### src/rtl/nr4sd_pkg.sv
// Shared types and helpers for the signed-digit recoder.
// Assumes: nothing beyond IEEE 1800-2017 packages.
package nr4sd_pkg;

    // Top digit in sign/magnitude form: at most one of one/two is set.
    typedef struct packed {
        logic neg;
        logic one;
        logic two;
    } msd_code_t;

    // Booth-style encoding of the triplet (hi, lo, cin).
    // The value is -2*hi + lo + cin; a zero result never carries a sign.
    function automatic msd_code_t msd_from_triplet(input logic hi,
                                                   input logic lo,
                                                   input logic cin);
        msd_code_t r;
        r.one = lo ^ cin;
        r.two = (hi & ~lo & ~cin) | (~hi & lo & cin);
        r.neg = hi & ~(lo & cin);
        return r;
    endfunction

endpackage

### src/rtl/nr4sd_lower_cell.sv
// One lower radix-4 digit: two half adders in series, one with a
// negatively weighted sum. PLUS_FORM picks which bit feeds the signed
// adder. Assumes a carry-in of 0 or 1 from the digit below.
module nr4sd_lower_cell #(
    parameter bit PLUS_FORM = 1'b0
) (
    input  logic b_even_i,
    input  logic b_odd_i,
    input  logic c_in_i,
    output logic n_even_o,
    output logic n_odd_o,
    output logic c_out_o
);

    logic c_mid;

    generate
        if (PLUS_FORM) begin : g_plus
            // Even bit: signed half adder, b + c = 2*carry - sum.
            always_comb begin
                n_even_o = b_even_i ^ c_in_i;
                c_mid    = b_even_i | c_in_i;
            end
            // Odd bit: ordinary half adder, b + c = 2*carry + sum.
            always_comb begin
                n_odd_o = b_odd_i ^ c_mid;
                c_out_o = b_odd_i & c_mid;
            end
        end else begin : g_minus
            // Even bit: ordinary half adder.
            always_comb begin
                n_even_o = b_even_i ^ c_in_i;
                c_mid    = b_even_i & c_in_i;
            end
            // Odd bit: signed half adder with negative sum weight.
            always_comb begin
                n_odd_o = b_odd_i ^ c_mid;
                c_out_o = b_odd_i | c_mid;
            end
        end
    endgenerate

endmodule

### src/rtl/nr4sd_msd_enc.sv
// Most significant digit: Booth encoding of the two top coefficient
// bits plus the carry from the lower chain. Assumes the top bit is the
// sign bit of the coefficient.
module nr4sd_msd_enc
    import nr4sd_pkg::*;
(
    input  logic      b_hi_i,
    input  logic      b_lo_i,
    input  logic      c_in_i,
    output msd_code_t code_o
);

    // Encode the triplet into sign/one/two.
    always_comb code_o = msd_from_triplet(b_hi_i, b_lo_i, c_in_i);

endmodule

### src/rtl/nr4sd_recoder.sv
// Top of the recoder: ripples the carry through N/2-1 lower cells and
// Booth-encodes the top digit. Purely combinational.
// Assumes N is even and at least 4.
module nr4sd_recoder
    import nr4sd_pkg::*;
#(
    parameter int N         = 16,
    parameter bit PLUS_FORM = 1'b0
) (
    input  logic [N-1:0]            coef_i,
    output logic [2*(N/2-1)-1:0]    low_digits_o,
    output logic                    msd_neg_o,
    output logic                    msd_one_o,
    output logic                    msd_two_o
);

    localparam int K = N / 2;

    logic [K-1:0] chain_c;
    msd_code_t    msd_code;

    // Carry into digit 0 is zero.
    assign chain_c[0] = 1'b0;

    genvar j;
    generate
        for (j = 0; j < K - 1; j++) begin : g_digit
            nr4sd_lower_cell #(
                .PLUS_FORM (PLUS_FORM)
            ) cell_i (
                .b_even_i (coef_i[2*j]),
                .b_odd_i  (coef_i[2*j+1]),
                .c_in_i   (chain_c[j]),
                .n_even_o (low_digits_o[2*j]),
                .n_odd_o  (low_digits_o[2*j+1]),
                .c_out_o  (chain_c[j+1])
            );
        end
    endgenerate

    nr4sd_msd_enc msd_i (
        .b_hi_i (coef_i[N-1]),
        .b_lo_i (coef_i[N-2]),
        .c_in_i (chain_c[K-1]),
        .code_o (msd_code)
    );

    // Split the top digit code onto its output pins.
    always_comb begin
        msd_neg_o = msd_code.neg;
        msd_one_o = msd_code.one;
        msd_two_o = msd_code.two;
    end

endmodule

### config.mk
export PLATFORM = sky130hd
export DESIGN_NAME = nr4sd_recoder
export DESIGN_NICKNAME = d
export VERILOG_FILES = /design/src/rtl/nr4sd_pkg.sv /design/src/rtl/nr4sd_lower_cell.sv /design/src/rtl/nr4sd_msd_enc.sv /design/src/rtl/nr4sd_recoder.sv
export SDC_FILE = /design/constraint.sdc
export NUM_CORES = 1
export LEC_CHECK = 0
export BUFFER_PORTS_ARGS = -buffer_cell sky130_fd_sc_hd__clkbuf_2
export CAP_MARGIN = 15
export CORE_AREA = 2 2 39 41
export DETAILED_ROUTE_END_ITERATION = 10
export DIE_AREA = 0 0 41 43
export PLACE_DENSITY = 0.66
export SLEW_MARGIN = 20
export SYNTH_ARGS = -nofsm -noshare
export SYNTH_HDL_FRONTEND = slang
export SYNTH_HIERARCHICAL = 1
export SYNTH_SLANG_ARGS = --single-unit
### constraint.sdc
create_clock -name vclk -period 4.25
set_input_delay 0.2125 -clock vclk [all_inputs]
set_output_delay 0.2125 -clock vclk [all_outputs]
set_load 0.05 [all_outputs]
==> flow_metrics.py, run 1 <==
metrics = {
    "run_status": {
        "status": "finished, final reports clean",
    },
    "cells_and_area": {
        "post-route-cell-area_um2": 484,
        "regArea_um2": 0,
        "clkbuf_count": 0,
        "num-nets-final": 107,
        "diodes": 0,
        "flops_and_latches": 0,
        "drive_gt1_share_pct": 45.9,
        "syn_to_final_growth_pct": 61.9,
    },
    "timing": {
        "final_hold_viol_count": 0,
        "rsz0062_at_grt": "false",
        "setup_tns_ns": 0,
        "min_period_over_period_pct": 84.9,
        "finalCriticalPeriod_ns": 3.61,
        "setup_viol": 0,
        "holdWs_ns": 0.822,
        "slew_viol_final": 0,
        "timing.fmax_mhz": 277,
    },
    "placed_design": {
        "placed_cell_area_um2": 484,
        "hpwlAfterDp_um": 621,
        "io_buffers": 33,
        "gp_congestion": 0.629,
    },
    "synthesis": {
        "syn_inst": 41,
        "synth.distinct_cells": 7,
        "yosysWarnings": 6,
        "syn-num-nets": 72,
        "avgSynthCellArea_um2": 7.29,
        "netlist.area_leader.share_pct": 62.8,
        "synthTopCellsByArea": "ha_1, inv_1, o22ai_2",
        "synth-seq-area-share_pct": 0,
        "yosys.area.top_type": "ha_1",
        "netlist_area_um2": 299,
    },
    "floorplan": {
        "die-area_um2": 1760,
        "dieHeight_um": 43,
        "fp.dieW_um": 41,
        "rows": 14,
        "core_area_um2": 1380,
        "start_util_pct": 21.6,
        "io_pins": 33,
    },
    "power": {
        "irDropWorstVdd_mv": 0.0967,
        "power.density_nw_per_um2": 230,
        "p_comb_share_pct": 100.0,
        "switching_power_w": 0.0000853,
        "seqPwrFrac_pct": 0,
        "intPower_w": 0.0000261,
        "leakage_nw": 0.347,
        "clkPwrFrac_pct": 0,
        "p_sw_share_pct": 76.6,
    },
    "setup_path": {
        "worstSetupPathType": "in -> out",
        "cp-start-kind": "primary input",
        "cp_slowest_cell": "clkbuf_2",
        "cpPeakStageDelay_ns": 0.28,
        "crit_fanout": 3,
        "crit_arrival_ns": 3.39,
        "cp.required_ns": 4.04,
        "crit_path_end_kind": "output port",
    },
    "routing": {
        "finalWirelength_um": 600,
        "routed_via_density": 3.81,
        "vias": 343,
        "ant_nets": 0,
        "first_iter_violations": 0,
        "dr.pass1.iters": 1,
        "wl_per_cell_um": 6.67,
        "drc": 0,
    },
    "global_routing": {
        "antenna_found_initial": 0,
        "overflow": 0,
        "grt_pass1_vias": 272,
        "grt_util_all_layers_pct": 7.09,
        "grt_max_degree": 4,
        "grt_pass1_wl_um": 931,
    },
    "clock_network": {
        "cts_resized": 0,
        "postCtsSetupRepairBufs": 0,
        "cts_hold_buf": 0,
    },
    "min_path": {
        "hp-class": "in -> out",
    },
    "run": {
        "timing.max_cap.violations": 0,
    },
}
==> per-stage QoR <==
| stage | setup slack [ns] | std cells | total power [W] | util, % |
|---|---|---|---|---|
| floorplan | 0.553 | 41 | 0.0000952 | - |
| detailed placement | 0.584 | 90 | 0.000112 | 35.0 |
| global route | 0.281 | 90 | 0.000120 | 35.0 |
| global placement | 0.683 | 90 | 0.000111 | 35.0 |
| finish | 0.643 | 90 | 0.000111 | 35.0 |
| CTS | 0.584 | 90 | 0.000113 | 35.0 |
==> power groups by stage <==
stage / Clock [W] / Sequential [W] / Combinational (W)
finish: 0 / 0 / 0.000111
global route: 0 / 0 / 0.000120
CTS: 0 / 0 / 0.000113
detailed placement: 0 / 0 / 0.000112
global placement: 0 / 0 / 0.000111
floorplan: 0 / 0 / 0.0000952
==> logic make-up (layout without fill, tap and decap cells) <==
| group | count (synthesis) | in the layout | share of synthesized area (%) |
|---|---|---|---|
| other cells | 1 | 1 | 1.25 |
| compound gates | 1 | 1 | 4.18 |
| simple gates | 3 | 3 | 5.44 |
| buf+inv | 21 | 54 | 26.4 |
| fa+ha+maj | 15 | 15 | 62.8 |
==> cell usage after synthesis <==
cell       n
ha_1      15
inv_1     21
o22ai_2    1
nor2b_1    1
conb_1     1
nand2b_1   1
nand2_1    1
==> routing by layer <==
| metal | vias up | GRT usage [%] | wire [um] |
|---|---|---|---|
| met5 | - | 0 | 0 |
| met3 | 0 | 0 | 119 |
| met1 | 130 | 7.59 | 226 |
| li1 | 183 | - | - |
| met4 | 0 | 0 | 0 |
| met2 | 30 | 14.7 | 253 |
==> worst paths after layout <==
path	start	to	slack, ns	cells past startpoint
worst min-delay path	coef_i[15]	msd_two_o	0.82	3
worst max-delay path	coef_i[1]	msd_neg_o	0.64	31
==> cell type report <==
type               instances  area [um2]
multi-input cells         20         220
well taps                 16        20.0
fillers                  157         900
inverters                 21        78.8
repair buffers            33         165
==> worst max-delay path: cells and delay by family <==
| kind | cells | cell delay [ns] |
|---|---|---|
| fa+ha+maj | 14 | 2.06 |
| simple gates | 1 | 0.10 |
| buf+inv | 16 | 1.01 |
==> cell usage in the layout, fill, tap and decap left out <==
cell type  Yosys  routed
nor2b_1        1       1
nand2_1        1       1
clkbuf_2       0      33
nand2b_1       1       1
o22ai_2        1       1
inv_1         21      21
conb_1         1       1
ha_1          15      15
Power figures use the tool's default switching activity.
==> run 2, diff against run 1 <==
- PLACE_DENSITY: 0.66 -> 0.68
- clock period: 4.25 -> 3.2 ns (I/O delays scaled with it)
==> flow_metrics.py, run 2 (synthesis gave the netlist of run 1 again) <==
metrics = {
    "run_status": {
        "status": "finished, final reports clean",
    },
    "global_routing": {
        "grt_pass1_wl_um": 1040,
        "antenna_found_initial": 0,
        "grt_max_degree": 4,
        "grt_pass1_vias": 305,
        "grt_util_all_layers_pct": 7.89,
        "overflow": 0,
    },
    "placed_design": {
        "gp_congestion": 0.600,
        "hpwlAfterDp_um": 610,
        "place_inst": 90,
        "dpl_worst_slack_ns": -0.339,
        "placed_cell_area_um2": 502,
        "io_buffers": 33,
    },
    "setup_path": {
        "critPathBufInv": 16,
        "cp-start-kind": "primary input",
        "cp_slowest_cell": "ha_4",
        "crit_fanout": 3,
        "cp.required_ns": 3.04,
        "critical-path-top-delay-family": "adder cells",
        "worstSetupPathType": "in -> out",
        "crit_top_cell": "ha_4",
        "crit_path_start": "coef_i[1]",
        "cpPeakStageDelay_ns": 0.15,
        "crit_path_end_kind": "output port",
        "crit_arrival_ns": 2.99,
    },
    "timing": {
        "final_hold_viol_count": 0,
        "setup_tns_ns": 0,
        "rsz0062_at_grt": "true",
        "min_period_over_period_pct": 98.6,
        "finalCriticalPeriod_ns": 3.15,
        "setup_viol": 0,
        "timing.fmax_mhz": 317,
        "setup_slack_ns": 0.0459,
        "slew_viol_final": 0,
    },
    "floorplan": {
        "fp.dieW_um": 41,
        "rows": 14,
        "io_pins": 33,
        "start_util_pct": 21.6,
        "core_area_um2": 1380,
        "dieHeight_um": 43,
        "die-area_um2": 1760,
    },
    "power": {
        "power_w": 0.000200,
        "irDropWorstVdd_mv": 0.130,
        "power.density_nw_per_um2": 265,
        "leakage_nw": 0.373,
    },
    "cells_and_area": {
        "clkbuf_count": 0,
        "diodes": 0,
        "fin_cells": 90,
        "layout_commonest_cell": "clkbuf_2",
        "fill_cells": 123,
        "regArea_um2": 0,
        "final_cell_mix": "clkbuf_2, ha_4, inv_4, inv_1, inv_2",
        "num-nets-final": 107,
        "flops_and_latches": 0,
        "drive_gt1_share_pct": 86.5,
        "post-route-cell-area_um2": 753,
        "syn_to_final_growth_pct": 152,
    },
    "routing": {
        "ant_nets": 0,
        "routed_via_density": 4.13,
        "wl_per_cell_um": 8.77,
        "drc": 0,
        "finalWirelength_um": 789,
        "dr.pass1.iters": 2,
        "vias": 372,
        "first_iter_violations": 1,
    },
    "run": {
        "timing.max_cap.violations": 0,
    },
    "clock_network": {
        "cts_hold_buf": 0,
        "postCtsSetupRepairBufs": 0,
    },
    "min_path": {
        "hold_start": "coef_i[15]",
        "hp-class": "in -> out",
    },
}
run 2: layer usage:
layer	part of all wire, %	up-vias	track usage (%)
li1	-	184	-
met1	33	158	8.86
met2	52	30	15.6
met3	15	0	0.524
met4	0	0	0
met5	0	-	0
run 2: tightest hold or removal path, cell delays in order:
cell	delay [ns]
clkbuf_2	0.12
o22ai_4	0.07
buf_8	0.15
run 2: area by class of cell:
type                            count  area, um2  share of cell area [%]
Timing Repair Buffer               33        211                    28.1
Tap cell                           16       20.0                    2.66
Inverter                           21        104                    13.8
Multi-Input combinational cell     20        418                    55.5
run 2: power by group:
group / switching (W) / total (W) / internal [W] / leakage [nW]
logic: 0.000133 / 0.000200 / 0.0000666 / 0.373
clock network: 0 / 0 / 0 / 0
registers: 0 / 0 / 0 / 0
total: 0.000133 / 0.000200 / 0.0000666 / 0.373
run 2: final timing paths:
kind / end / slack, ns / cells after the start
setup / recovery: msd_neg_o / 0.05 / 31
hold / removal: msd_two_o / 0.66 / 3
run 2: through the flow:
stage / hold slack [ns] / utilization (%)
final: 0.661 / 54.4
after global routing: 0.690 / 54.4
after CTS: 0.697 / 51.8
after detailed placement: 0.752 / 36.3
after global placement: 0.746 / 36.3
after floorplan: 0.436 / -
run 2: what timing repair did:
action | in CTS | in global routing
gates resized for setup | 49 | 13
setup endpoints to repair | 4 | 4
pin swaps | 13 | 14
